`src/rtl/suspend_seq_pkg.sv`:
```
// Shared types for the suspend sequencer.
// Assumes: only the sequencer and its checker use these encodings.
package suspend_seq_pkg;

    typedef enum logic [2:0] {
        SQ_RUN      = 3'd0,  // normal operation
        SQ_ENTER    = 3'd1,  // clock gated, oscillator still on
        SQ_SLEEP    = 3'd2,  // everything stopped, watching wake sources
        SQ_OSCWAIT  = 3'd3,  // oscillator restarted, waiting for stable
        SQ_DLYWAIT  = 3'd4,  // counting the resume delay
        SQ_FIRSTOP  = 3'd5   // clock back, interrupts held for one instruction
    } seq_state_e;

endpackage

```
`src/rtl/sseq_sync.sv`:
```
// Multi-flop synchroniser for one asynchronous level.
// Assumes: the input is a slow level, so no pulse needs to be caught.
// Reset value is a parameter so that an idle-high line reads idle.
module sseq_sync #(
    parameter int   STAGES  = 2,
    parameter logic RST_VAL = 1'b1
) (
    input  logic clk,
    input  logic rst_n,
    input  logic din,
    output logic dout
);
    logic [STAGES-1:0] chain_q;

    // Shift the sampled level through the flop chain.
    always_ff @(posedge clk) begin
        if (!rst_n) chain_q <= {STAGES{RST_VAL}};
        else        chain_q <= {chain_q[STAGES-2:0], din};
    end

    assign dout = chain_q[STAGES-1];
endmodule

```
`src/rtl/sseq_wake.sv`:
```
// Merges the wake sources into one request.
// Assumes: every irq flag is already qualified by its own enable,
// and no global interrupt-sense bit takes part.
module sseq_wake #(
    parameter int NUM_SRC = 3
) (
    input  logic [NUM_SRC-1:0] irq_pend,
    input  logic               dm_low,
    output logic               wake
);
    logic [NUM_SRC:0] src;

    // Gather interrupt flags and bus activity into one vector.
    always_comb begin
        src = {dm_low, irq_pend};
    end

    assign wake = |src;
endmodule

```
`src/rtl/sseq_delay.sv`:
```
// Down-counter that times the resume delay.
// Assumes: load and dec are never asserted in the same cycle.
// zero reports that the count has reached 0.
module sseq_delay #(
    parameter int W = 8
) (
    input  logic         clk,
    input  logic         rst_n,
    input  logic         load,
    input  logic [W-1:0] load_val,
    input  logic         dec,
    output logic         zero
);
    logic [W-1:0] cnt_q;

    // Load the selected delay, or count it down.
    always_ff @(posedge clk) begin
        if (!rst_n)                 cnt_q <= '0;
        else if (load)              cnt_q <= load_val;
        else if (dec && cnt_q != 0) cnt_q <= cnt_q - 1'b1;
    end

    assign zero = (cnt_q == '0);
endmodule

```
`src/rtl/suspend_seq.sv`:
```
// Suspend and wake-up sequencer.
// Runs from an always-on clock. It gates the core clock and the timers on a
// suspend write, and stops the oscillator. It wakes on a qualified interrupt
// flag or a low D- line. After the oscillator is stable it waits a selected
// delay, then restores the clock. Interrupt service stays held off until the
// first instruction has completed.
// Assumes: osc_stable, instr_done and the irq flags are synchronous to clk.
// dm_line is asynchronous.
module suspend_seq
    import suspend_seq_pkg::*;
#(
    parameter int NUM_IRQ_SRC    = 3,
    parameter int INT_DELAY      = 16,
    parameter int EXT_DELAY      = 32,
    parameter int EXT_LONG_DELAY = 128
) (
    input  logic                   clk,
    input  logic                   rst_n,
    input  logic                   ctl_wr,
    input  logic                   ctl_suspend,
    input  logic                   ctl_run,
    input  logic [NUM_IRQ_SRC-1:0] irq_wake,
    input  logic                   dm_line,
    input  logic                   osc_stable,
    input  logic                   clk_ext,
    input  logic                   ext_long_dly,
    input  logic                   instr_done,
    output logic                   clk_en,
    output logic                   osc_en,
    output logic                   timers_en,
    output logic                   irq_holdoff,
    output logic                   suspend_flag
);
    localparam int MAX_EXT   = (EXT_LONG_DELAY > EXT_DELAY) ? EXT_LONG_DELAY : EXT_DELAY;
    localparam int MAX_DELAY = (MAX_EXT > INT_DELAY) ? MAX_EXT : INT_DELAY;
    localparam int DCW       = $clog2(MAX_DELAY + 1);

    seq_state_e     state_q, state_d;
    logic           run_q;
    logic           susp_q;
    logic           dm_sync;
    logic           dm_low;
    logic           wake_req;
    logic           dly_zero;
    logic           dly_load;
    logic           dly_dec;
    logic [DCW-1:0] dly_pick;

    sseq_sync #(.STAGES(2), .RST_VAL(1'b1)) u_dm_sync (
        .clk   (clk),
        .rst_n (rst_n),
        .din   (dm_line),
        .dout  (dm_sync)
    );

    assign dm_low = ~dm_sync;

    sseq_wake #(.NUM_SRC(NUM_IRQ_SRC)) u_wake (
        .irq_pend (irq_wake),
        .dm_low   (dm_low),
        .wake     (wake_req)
    );

    // Choose the resume delay from the clock source and the long setting.
    always_comb begin
        if (!clk_ext)          dly_pick = DCW'(INT_DELAY - 1);
        else if (ext_long_dly) dly_pick = DCW'(EXT_LONG_DELAY - 1);
        else                   dly_pick = DCW'(EXT_DELAY - 1);
    end

    assign dly_load = (state_q == SQ_OSCWAIT) && osc_stable;
    assign dly_dec  = (state_q == SQ_DLYWAIT);

    sseq_delay #(.W(DCW)) u_delay (
        .clk      (clk),
        .rst_n    (rst_n),
        .load     (dly_load),
        .load_val (dly_pick),
        .dec      (dly_dec),
        .zero     (dly_zero)
    );

    // Next-state logic of the sequencer.
    always_comb begin
        state_d = state_q;
        unique case (state_q)
            SQ_RUN:     if (ctl_wr && ctl_suspend) state_d = SQ_ENTER;
            SQ_ENTER:   state_d = SQ_SLEEP;
            SQ_SLEEP:   if (run_q && wake_req) state_d = SQ_OSCWAIT;
            SQ_OSCWAIT: if (osc_stable) state_d = SQ_DLYWAIT;
            SQ_DLYWAIT: if (dly_zero) state_d = SQ_FIRSTOP;
            SQ_FIRSTOP: if (instr_done) state_d = SQ_RUN;
            default:    state_d = SQ_RUN;
        endcase
    end

    // State register.
    always_ff @(posedge clk) begin
        if (!rst_n) state_q <= SQ_RUN;
        else        state_q <= state_d;
    end

    // Software-visible bits: captured on a write, suspend cleared on return.
    always_ff @(posedge clk) begin
        if (!rst_n) begin
            run_q  <= 1'b0;
            susp_q <= 1'b0;
        end else if (state_q == SQ_RUN && ctl_wr) begin
            run_q  <= ctl_run;
            susp_q <= ctl_suspend;
        end else if (state_q == SQ_FIRSTOP && instr_done) begin
            susp_q <= 1'b0;
        end
    end

    // Output decode from the state register.
    always_comb begin
        clk_en       = (state_q == SQ_RUN) || (state_q == SQ_FIRSTOP);
        timers_en    = clk_en;
        osc_en       = (state_q != SQ_SLEEP);
        irq_holdoff  = (state_q == SQ_FIRSTOP);
        suspend_flag = susp_q;
    end
endmodule

```
`config.mk`:
```
export PLATFORM = sky130hd
export DESIGN_NAME = suspend_seq
export DESIGN_NICKNAME = d
export VERILOG_FILES = /design/src/rtl/suspend_seq_pkg.sv /design/src/rtl/sseq_sync.sv /design/src/rtl/sseq_wake.sv /design/src/rtl/sseq_delay.sv /design/src/rtl/suspend_seq.sv
export SDC_FILE = /design/constraint.sdc
export NUM_CORES = 1
export LEC_CHECK = 0
export ABC_AREA = 1
export BUFFER_PORTS_ARGS = -buffer_cell sky130_fd_sc_hd__buf_2
export CELL_PAD_IN_SITES_DETAIL_PLACEMENT = 1
export CELL_PAD_IN_SITES_GLOBAL_PLACEMENT = 1
export CORE_UTILIZATION = 39
export CTS_BUF_LIST = sky130_fd_sc_hd__clkbuf_2 sky130_fd_sc_hd__clkbuf_4 sky130_fd_sc_hd__clkbuf_8
export CTS_CLUSTER_DIAMETER = 120
export CTS_CLUSTER_SIZE = 14
export DETAILED_ROUTE_END_ITERATION = 10
export GPL_ROUTABILITY_DRIVEN = 1
export GPL_TIMING_DRIVEN = 0
export PLACE_DENSITY_LB_ADDON = 0.1
export SLEW_MARGIN = 10
export SYNTH_ARGS = -nofsm -noshare
export SYNTH_HDL_FRONTEND = slang
export SYNTH_HIERARCHICAL = 1
export SYNTH_SLANG_ARGS = --single-unit
```
`constraint.sdc`:
```
create_clock -name clk -period 1.8 [get_ports clk]
set_input_delay 0.27 -clock clk [delete_from_list [all_inputs] [get_ports clk]]
set_output_delay 0.27 -clock clk [all_outputs]
set_load 0.05 [all_outputs]
```
==> reports/qor.txt, run 1 <==
outcome = completed
Synth Instances = 177
layout cell share with drive strength beyond 1 = 0.2189
H-tree depth = 1
Num Clock Sinks = 15
Multi-input gate area = 636.9 µm²
Worst Setup End Kind = output pin
maximum clock frequency = 611.3 MHz
IO Port Bufs = 17
Fillers = 381
root buffer cell = clkbuf_4
met1 usage = 0.2802
Remaining Overflow, GRT = 0
cell area after layout = 1230 µm²
drt wl/cell = 11.73 µm
Setup Skew = 1.765 ps
GRT Max-Usage Layer = met2
synthesized area = 1054 µm²
Leak Pwr = 0.6647 nW
Startpoint Class = flop
chip width = 53.98 µm
Routability Congestion = 0.7823
Area growth, synth to finish = 16.75%
Max Cap Viol = 0
final WL = 2709 µm
FF-to-FF setup slack = 170 ps
via count = 1141
PwrDens = 1867 nW/µm²
largest net degree at the start of global routing = 13
CTS Buf Count = 3
min Tclk post-route = 1636 ps
Worst Path Arrival = 1370 ps
n_diodes = 0
sequential fraction of the synthesis area = 0.2850
WS Path Type = flop to output pin
worst path required time = 1530 ps
Final Max Slew Viols = 0
later-pin clock latency in the skew report = 280 ps
total negative slack = 0 ps
I/O pin total = 18
final-report hold violation count = 0
Power Total = 0.002296 W
count of cell types in the netlist = 25
1st-iter DRT viols = 15
TritonCTS clock tree = done
final setup vio count = 0
Worst-path clk slew = 90 ps
Tcrit/Tclk final = 0.9089
worst vdd ir = 1.194 mV
core area = 2522 µm²
Register Area = 302.8 µm²
vias in the first global route = 1039
Die Ht = 53.98 µm
antenna violations before repair = 0
mean area per synthesized cell = 5.952 µm²
Yosys reg bits = 15
HP Class = input port to flop
DRC violations left = 0
unrepaired setup endpoints after global routing = false
post-detail-place hpwl = 2242 µm
met3 global-route usage = 0.01695
final net count = 217
Post-DP Area = 1191 µm²
global routing usage on met2 = 0.3539
GR Util All Layers = 0.2130
Initial DRT Pass Iterations = 4
vias per cell = 4.939
critical path fanouts, max = 5
Site Rows = 18
Max clock buf depth = 2
Detail Route Antenna Nets = 0
starting density of the core = 0.4177
Hold WS = 154.9 ps
first-pass GRT wire length = 4409 µm
synth warn = 6
DIE AREA = 2913 µm²
area by class of cell:
| type | count | share of cell area |
|---|---|---|
| inverter | 30 | 0.09257 |
| tap | 30 | 0.03052 |
| sequential | 15 | 0.2462 |
| timing repair buffer | 17 | 0.06918 |
| multi-input combinational | 132 | 0.5178 |
| buffer | 3 | 0.01933 |
| clock buffer | 4 | 0.02442 |
kinds of logic (layout without fill, tap and decap cells):
group           after synthesis  in the layout  share of synthesized area
compound gates               15             15                    0.07363
xor+xnor                      1              1                   0.008315
fa+ha+maj                     2              2                    0.02375
buf+inv                      33             54                     0.1294
flops                        15             15                     0.2850
other cells                   2              5                   0.007129
simple gates                109            109                     0.4727
registers in the layout (all words and copies together), names as in the netlist:
signal	flops
run_q	1
state_q	3
suspend_flag	1
u_delay/cnt_q	8
u_dm_sync/chain_q	2
power by group:
part	switching, W	leakage [nW]	internal [W]
registers	0.000110	0.123	0.000435
clock network	0.000112	0.0184	0.000101
logic	0.00101	0.523	0.000530
total	0.00123	0.665	0.00107
path summary, 6_finish.rpt:
check | start | to | depth (start not counted)
max | state_q[0]$_SDFFE_PN0P_ | timers_en | 5
min | dm_line | u_dm_sync/chain_q[0]$_SDFF_PN1_ | 3
max reg2reg | u_delay/cnt_q[0]$_SDFFE_PN0P_ | state_q[1]$_SDFFE_PN0P_ | 10
min reg2reg | u_dm_sync/chain_q[0]$_SDFF_PN1_ | u_dm_sync/chain_q[1]$_SDFF_PN1_ | 2
synth_stat cells:
cell type,instances,area share
ha_1,2,0.024
nand2_2,4,0.024
conb_1,2,0.0071
o21ai_1,1,0.0047
inv_2,3,0.011
nand4_1,2,0.012
xnor2_1,1,0.0083
nand3_2,1,0.0095
nor2_1,24,0.086
nor3_1,2,0.0095
nand2_4,2,0.021
clkinv_2,1,0.0047
nand2_1,45,0.16
dfxtp_1,15,0.29
nand3b_1,1,0.0071
inv_1,26,0.093
buf_6,1,0.011
a21oi_1,6,0.029
o21ai_0,7,0.033
buf_4,1,0.0071
nand3_1,22,0.10
nor3_2,1,0.0095
clkbuf_1,1,0.0036
o211ai_1,1,0.0071
nor2_2,5,0.030
placed cells by master (no fill, tap or decap), drive strengths merged:
cell type / Yosys / final
xnor2: 1 / 1
nor2: 29 / 29
a21oi: 6 / 6
ha: 2 / 2
nand2: 51 / 51
conb: 2 / 5
nand4: 2 / 2
buf: 2 / 20
clkinv: 1 / 1
nand3: 23 / 23
dfxtp: 15 / 15
nor3: 3 / 3
o211ai: 1 / 1
nand3b: 1 / 1
inv: 29 / 29
clkbuf: 1 / 4
o21ai: 8 / 8
through the flow:
step                      worst slack [ps]  instances  utilization
final                                164.1        231       0.4876
after global routing                 36.79        231       0.4876
after global placement              -75.29        227       0.4722
after CTS                            42.35        231       0.4846
after floorplan                      175.8        180            -
after detailed placement            -114.5        227       0.4722
critical path: stages (launching register included):
cell     delay (ps)
dfxtp_2         370
nor2_4          160
inv_1            80
o21ai_2         120
buf_4           110
buf_2           240
what timing repair did:
item                       in CTS  in global routing
hold buffers                    0                  0
setup endpoints to repair       8                  7
buffers inserted                0                  0
resized for setup               1                  4
metal layers:
| layer | share of wire | vias up |
|---|---|---|
| met5 | 0 | - |
| met1 | 0.48 | 531 |
| met4 | 0.0063 | 0 |
| li1 | - | 594 |
| met2 | 0.49 | 14 |
| met3 | 0.025 | 2 |
No activity file was read; power rests on OpenSTA's default activity.
==> run 2: changes to the inputs <==
--- a/config.mk
+++ b/config.mk
@@ -9,6 +9,7 @@
 export BUFFER_PORTS_ARGS = -buffer_cell sky130_fd_sc_hd__buf_2
 export CELL_PAD_IN_SITES_DETAIL_PLACEMENT = 1
 export CELL_PAD_IN_SITES_GLOBAL_PLACEMENT = 1
+export CORE_MARGIN = 3
 export CORE_UTILIZATION = 39
 export CTS_BUF_LIST = sky130_fd_sc_hd__clkbuf_2 sky130_fd_sc_hd__clkbuf_4 sky130_fd_sc_hd__clkbuf_8
 export CTS_CLUSTER_DIAMETER = 120
==> run 2 against run 1 <==
- clock-buffer cell count stayed put
- sequential power about the same
- critical path depth did not move
- first-iteration DRC count grew 33%
- cell count stayed put
- setup slack gained 5.4 ps
- routed wire length up 2.5%
- design area grew 0.20%
- combinational power barely moved
- sequential share of layout area is essentially flat
- core utilization grew 0.099 points
- largest cell class unchanged
==> reports/qor.txt, run 2 (same netlist as run 1, synthesis figures left out) <==
outcome = completed
Worst-path clk slew = 100 ps (about the same)
CTS Buf Count = 3 (unchanged)
H-tree depth = 1 (unchanged)
met1 usage = 0.2374 (-0.04282)
PwrDens = 1860 nW/µm² (-0.37%)
IO Port Bufs = 17 (unchanged)
worst path required time = 1530 ps (about the same)
min Tclk post-route = 1631 ps (-5.429 ps)
layout cell share with drive strength beyond 1 = 0.2189 (unchanged)
Die Ht = 57.98 µm (+7.4%)
global routing usage on met2 = 0.3258 (-0.02810)
Critical Path Max Stage Delay = 370 ps (about the same)
DRC violations left = 0 (unchanged)
final WL = 2778 µm (+2.5%)
Detail Route Antenna Nets = 0 (unchanged)
Tcrit/Tclk final = 0.9058 (-0.003016)
Area growth, synth to finish = 16.98%
Worst path slowest cell = dfxtp_2
cells along the critical path = nor2_4 -> inv_1 -> o21ai_2 -> buf_4 -> buf_2
Worst Path Arrival = 1360 ps (about the same)
Setup Skew = 3.214 ps (+1.449 ps)
Remaining Overflow, GRT = 0 (unchanged)
GRT Max-Usage Layer = met2
maximum clock frequency = 613.3 MHz (+0.33%)
first-pass GRT wire length = 4871 µm (+10%)
HP Class = input port to flop
reg2reg path depth = 10 (unchanged)
Max clock buf depth = 2 (unchanged)
GR Util All Layers = 0.1827 (-0.03030)
Leak Pwr = 0.6640 nW (-0.10%)
n_diodes = 0 (unchanged)
vias per cell = 4.874 (-1.3%)
Num Clock Sinks = 15 (unchanged)
worst setup path end = timers_en
most frequent cells in the layout = nand2_1, inv_1, nor2_1
Startpoint Class = flop
FF-to-FF setup slack = 180 ps (about the same)
Max Cap Viol = 0 (unchanged)
antenna violations before repair = 0 (unchanged)
cell area after layout = 1232 µm² (+0.20%)
1st-iter DRT viols = 20 (+5)
final setup vio count = 0 (unchanged)
Largest regs = u_delay/cnt_q x8, state_q x3, u_dm_sync/chain_q x2
final net count = 217 (unchanged)
vias in the first global route = 1134 (+9.1%)
reg2reg end = state_q[1]$_SDFFE_PN0P_
Worst Setup End Kind = output pin
worst vdd ir = 1.320 mV (+11%)
Final Max Slew Viols = 0 (unchanged)
met3 global-route usage = 0.02673 (+0.009777)
later-pin clock latency in the skew report = 280 ps (about the same)
core area = 2522 µm² (unchanged)
TritonCTS clock tree = done
post-detail-place hpwl = 2241 µm (about the same)
commonest non-fill, non-tap cell in the layout = nand2_1
WS Path Type = flop to output pin
critical path fanouts, max = 5 (unchanged)
largest net degree at the start of global routing = 13 (unchanged)
Initial DRT Pass Iterations = 4 (unchanged)
total negative slack = 0 ps (unchanged)
I/O pin total = 18 (unchanged)
chip width = 57.98 µm (+7.4%)
origin of the worst setup path = state_q[0]$_SDFFE_PN0P_
final-report hold violation count = 0 (unchanged)
Largest register FFs = 8 (unchanged)
DIE AREA = 3361 µm² (+15%)
largest register by flop count = u_delay/cnt_q
Site Rows = 18 (unchanged)
via count = 1126 (-1.3%)
Routability Congestion = 0.8136 (+4.0%)
root buffer cell = clkbuf_4
drt wl/cell = 12.03 µm (+2.5%)
Post-CTS Hold Fix Bufs = 0 (unchanged)
Post-DP Area = 1191 µm² (unchanged)
worst reg2reg path startpoint = u_delay/cnt_q[0]$_SDFFE_PN0P_
starting density of the core = 0.4177 (unchanged)
run 2: cell count changes in the layout (fill, tap and decap cells not counted):
cell,previous run,this run
buf_2,18,17
clkbuf_4,4,5
run 2: timing repair:
action,CTS,global route
setup endpoints to repair,8,9
setup buffers,0,0
resized for setup,1,5
run 2: worst max-delay path: cells and delay by family, from the launching register on:
kind            cells  cell delay [ps]
simple gates        1              160
compound gates      1              120
flops               1              370
buf+inv             3              430
run 2: worst min path at each step:
| stage | from | endpoint | slack (ps) | cells past startpoint |
|---|---|---|---|---|
| floorplan | rst_n | u_dm_sync/chain_q[0]$_SDFF_PN1_ | 340 | 1 |
| global route | dm_line | u_dm_sync/chain_q[0]$_SDFF_PN1_ | 170 | 3 |
| global placement | u_dm_sync/chain_q[0]$_SDFF_PN1_ | u_dm_sync/chain_q[1]$_SDFF_PN1_ | 400 | 2 |
| finish | dm_line | u_dm_sync/chain_q[0]$_SDFF_PN1_ | 160 | 3 |
| detailed placement | u_dm_sync/chain_q[0]$_SDFF_PN1_ | u_dm_sync/chain_q[1]$_SDFF_PN1_ | 420 | 2 |
| CTS | dm_line | u_dm_sync/chain_q[0]$_SDFF_PN1_ | 160 | 3 |
run 2: cell type report:
type / count / area, µm²
fillers: 387 / 1290
inverters: 30 / 113.9
plain buffers: 3 / 26.28
multi-input cells: 132 / 636.9
flip-flops and latches: 15 / 302.8
well taps: 30 / 37.54
clock buffers: 4 / 30.03
repair buffers: 17 / 85.08
run 2: power breakdown:
group,internal (W),switching (W)
Clock,0.000101,0.000112
Sequential,0.000435,0.000112
Combinational,0.000531,0.00100
Total,0.00107,0.00123
run 2: layer usage:
metal	share of wire	up-vias
met2	0.49	16
met4	0.0090	0
met5	0	-
met3	0.029	4
li1	-	595
met1	0.47	511
run 2: through the flow:
| step | hold slack [ps] | power, W | worst slack, ps | util | cells |
|---|---|---|---|---|---|
| CTS | 160.8 | 0.002298 | 47.20 | 0.4846 | 231 |
| global placement | 399.1 | 0.002007 | -87.14 | 0.4722 | 227 |
| floorplan | 338.7 | 0.001746 | 175.8 | - | 180 |
| finish | 163.4 | 0.002293 | 169.5 | 0.4886 | 231 |
| global route | 170.7 | 0.002550 | -16.12 | 0.4886 | 231 |
| detailed placement | 415.6 | 0.002066 | -161.8 | 0.4722 | 227 |
==> run 3: changes to the inputs <==
--- a/config.mk
+++ b/config.mk
@@ -10,7 +10,7 @@
 export CELL_PAD_IN_SITES_DETAIL_PLACEMENT = 1
 export CELL_PAD_IN_SITES_GLOBAL_PLACEMENT = 1
 export CORE_MARGIN = 3
-export CORE_UTILIZATION = 39
+export CORE_UTILIZATION = 40
 export CTS_BUF_LIST = sky130_fd_sc_hd__clkbuf_2 sky130_fd_sc_hd__clkbuf_4 sky130_fd_sc_hd__clkbuf_8
 export CTS_CLUSTER_DIAMETER = 120
 export CTS_CLUSTER_SIZE = 14
@@ -21,5 +21,4 @@
 export SLEW_MARGIN = 10
 export SYNTH_ARGS = -nofsm -noshare
 export SYNTH_HDL_FRONTEND = slang
-export SYNTH_HIERARCHICAL = 1
 export SYNTH_SLANG_ARGS = --single-unit
==> run 3 against run 2 <==
- non-clock buffer count is 2 lower
- clock power about the same
- synthesized cell count fell by 24%
- worst hold slack better by 9.7 ps
- total power shrank 4.3%
- synthesized area is 12% lower
- combinational power decreased by 7%
- highest routed layer unchanged
==> reports/qor.txt, run 3 <==
worst reg2reg path startpoint = u_delay.cnt_q[0]$_SDFFE_PN0P_
Net Count, Synth = 149
Leak Pwr = 0.5381 nW (-19%)
Num Clock Sinks = 15 (unchanged)
Power Total = 0.002193 W (-4.3%)
Largest regs = u_delay.cnt_q x8, state_q x3, u_dm_sync.chain_q x2
global routing usage on met2 = 0.3127 (-0.01306)
commonest non-fill, non-tap cell in the layout = nand2_1
GRT Max-Usage Layer = met2
starting density of the core = 0.4477 (+0.03006)
origin of the worst setup path = state_q[0]$_SDFFE_PN0P_
Worst Setup End Kind = output pin
Site Rows = 16 (-2)
Synth top area share = 0.3221 (+0.03711)
Max clock buf depth = 2 (unchanged)
top cells by area, synth = dfxtp_1, nand2_1, a21oi_1
later-pin clock latency in the skew report = 290 ps (about the same)
post-detail-place hpwl = 1863 µm (-17%)
sequential fraction of the synthesis area = 0.3221 (+0.03711)
count of cell types in the netlist = 22 (-12%)
H-tree depth = 1 (unchanged)
layout cell share with drive strength beyond 1 = 0.2839 (+0.06497)
Setup Skew = 1.096 ps (-2.119 ps)
root buffer cell = clkbuf_4
synthesized area = 932.1 µm² (-12%)
final-report hold violation count = 0 (unchanged)
WS Path Type = flop to output pin
worst slack, placed = 338.0 ps (+499.8 ps)
Synth Area in Compound Gates = 0.1342 (+0.06059)
HP Start = dm_line
I/O pin total = 18 (unchanged)
Hold WS = 173.1 ps (+9.706 ps)
chip width = 54.28 µm (-6.4%)
final setup vio count = 0 (unchanged)
core area = 2082 µm² (-17%)
Routability Congestion = 0.7992 (-1.8%)
postcts setup bufs = 0 (unchanged)
HP Class = input port to flop
Die Ht = 54.28 µm (-6.4%)
met3 global-route usage = 0.04905 (+0.02232)
Worst-path clk slew = 90 ps (about the same)
Synth area leader = dfxtp_1
vias in the first global route = 878 (-23%)
Initial DRT Pass Iterations = 4 (unchanged)
n_diodes = 0 (unchanged)
drt wl/cell = 12.88 µm (+7.1%)
Final Max Slew Viols = 0 (unchanged)
GR Util All Layers = 0.1952 (+0.01249)
final WL = 2345 µm (-16%)
largest register by flop count = u_delay.cnt_q
CTS Buf Count = 3 (unchanged)
number of flops mapped to enable cells by yosys = 0 (unchanged)
met1 usage = 0.2550 (+0.01759)
critical path fanouts, max = 5 (unchanged)
Largest register FFs = 8 (unchanged)
Least-Margin Pin Slew = 250.7 ps
PwrDens = 2019 nW/µm² (+8.6%)
synth warn = 0 (-6)
antenna violations before repair = 0 (unchanged)
TritonCTS clock tree = done
via count = 920 (-18%)
Detail Route Antenna Nets = 0 (unchanged)
Worst Setup Slack, final = 87.90 ps (-81.59 ps)
mean area per synthesized cell = 6.956 µm² (+17%)
worst vdd ir = 1.193 mV (-9.6%)
top-count cell post-synth = nand2_1
Synth Area in Adders = 0.02685 (+0.003093)
DIE AREA = 2946 µm² (-12%)
1st-iter DRT viols = 16 (-20%)
worst path required time = 1530 ps (about the same)
Synth Area in XOR/XNOR = 0.03758 (+0.02927)
Fillers = 293 (-24%)
unrepaired setup endpoints after global routing = false
Max Cap Viol = 0 (unchanged)
Tcrit/Tclk final = 0.9512 (+0.04533)
most frequent cells in the layout = nand2_1, nor2_1, buf_2
FFs w/ async S/R, synth = 0 (unchanged)
maximum clock frequency = 584.1 MHz (-4.8%)
final net count = 171 (-21%)
first-pass GRT wire length = 4050 µm (-17%)
outcome = completed
total negative slack = 0 ps (unchanged)
Yosys reg bits = 15 (unchanged)
min Tclk post-route = 1712 ps (+81.59 ps)
Synth Flop Type = dfxtp_1
Synth Instances = 134 (-24%)
Area growth, synth to finish = 16.51%
Slew HR = 0.8340
DRC violations left = 0 (unchanged)
Startpoint Class = flop
Worst Path Arrival = 1440 ps (+80 ps)
final design utilization = 0.5216 (+0.03304)
mux contribution to synthesized area = 0 (unchanged)
Remaining Overflow, GRT = 0 (unchanged)
IO Port Bufs = 17 (unchanged)
post-synthesis simple-gate area fraction = 0.3933 (-0.07940)
vias per cell = 5.055 (+3.7%)
main combinational cell family by area after synthesis = simple AND/OR/NAND/NOR gates
synth cell count leaders = nand2_1, nor2_1, inv_1
largest net degree at the start of global routing = 11 (-2)
[run 3: cell types whose count changed after synthesis, sizes merged, moves of 2 or more]
cell,previous run,this run
inv,29,18
or2,0,2
nand3,23,12
o21ai,8,12
xor2,0,4
a21oi,6,13
conb,2,0
nand2,51,29
nor2,29,22
[run 3: path summary, 6_finish.rpt]
check | to | slack [ps] | cells past startpoint
max | timers_en | 90 | 5
min | u_dm_sync.chain_q[0]$_SDFF_PN1_ | 170 | 2
max reg2reg | state_q[1]$_SDFFE_PN0P_ | 340 | 9
min reg2reg | u_dm_sync.chain_q[1]$_SDFF_PN1_ | 420 | 1
[run 3: kinds of logic after synthesis]
group,after synthesis
xor gates and xnor gates,4
buffers and inverters,20
DFF,15
and+or+nand+nor,68
adders and majority gates,2
AOI/OAI and AO/OA,25
[run 3: cell type report]
| class | count | area [µm²] | area share |
|---|---|---|---|
| multi-input cells | 99 | 555.5 | 0.5115 |
| inverters | 19 | 72.57 | 0.06682 |
| repair buffers | 17 | 85.08 | 0.07834 |
| clock buffers | 4 | 30.03 | 0.02765 |
| well taps | 27 | 33.78 | 0.03111 |
| plain buffers | 1 | 7.507 | 0.006912 |
| flip-flops and latches | 15 | 301.5 | 0.2776 |
[run 3: worst max-delay path: stages, from the launching register on]
cell,delay (ps)
dfxtp_1,360
nor2_2,210
inv_2,90
o21ai_2,130
buf_4,120
buf_2,240
[run 3: repair_timing]
action                     in CTS  in global routing
hold buffers                    0                  0
setup endpoints to repair       0                  1
resized for setup               0                  1
[run 3: layer usage]
metal  share of wire  up-vias
met2            0.48       13
met4           0.013        0
met5               0        -
met1            0.47      431
li1                -      472
met3           0.037        4
[run 3: stage by stage]
stage,cells,area (µm²)
after CTS,182,1085
after global routing,182,1086
final,182,1086
after global placement,178,1055
after floorplan,134,935.9
after detailed placement,178,1055
[run 3: power breakdown]
group | leakage (nW) | internal (W) | switching, W | total, W
logic | 0.396 | 0.000479 | 0.000940 | 0.00142
registers | 0.123 | 0.000446 | 0.000116 | 0.000562
clock network | 0.0184 | 0.000101 | 0.000110 | 0.000211
total | 0.538 | 0.00103 | 0.00117 | 0.00219
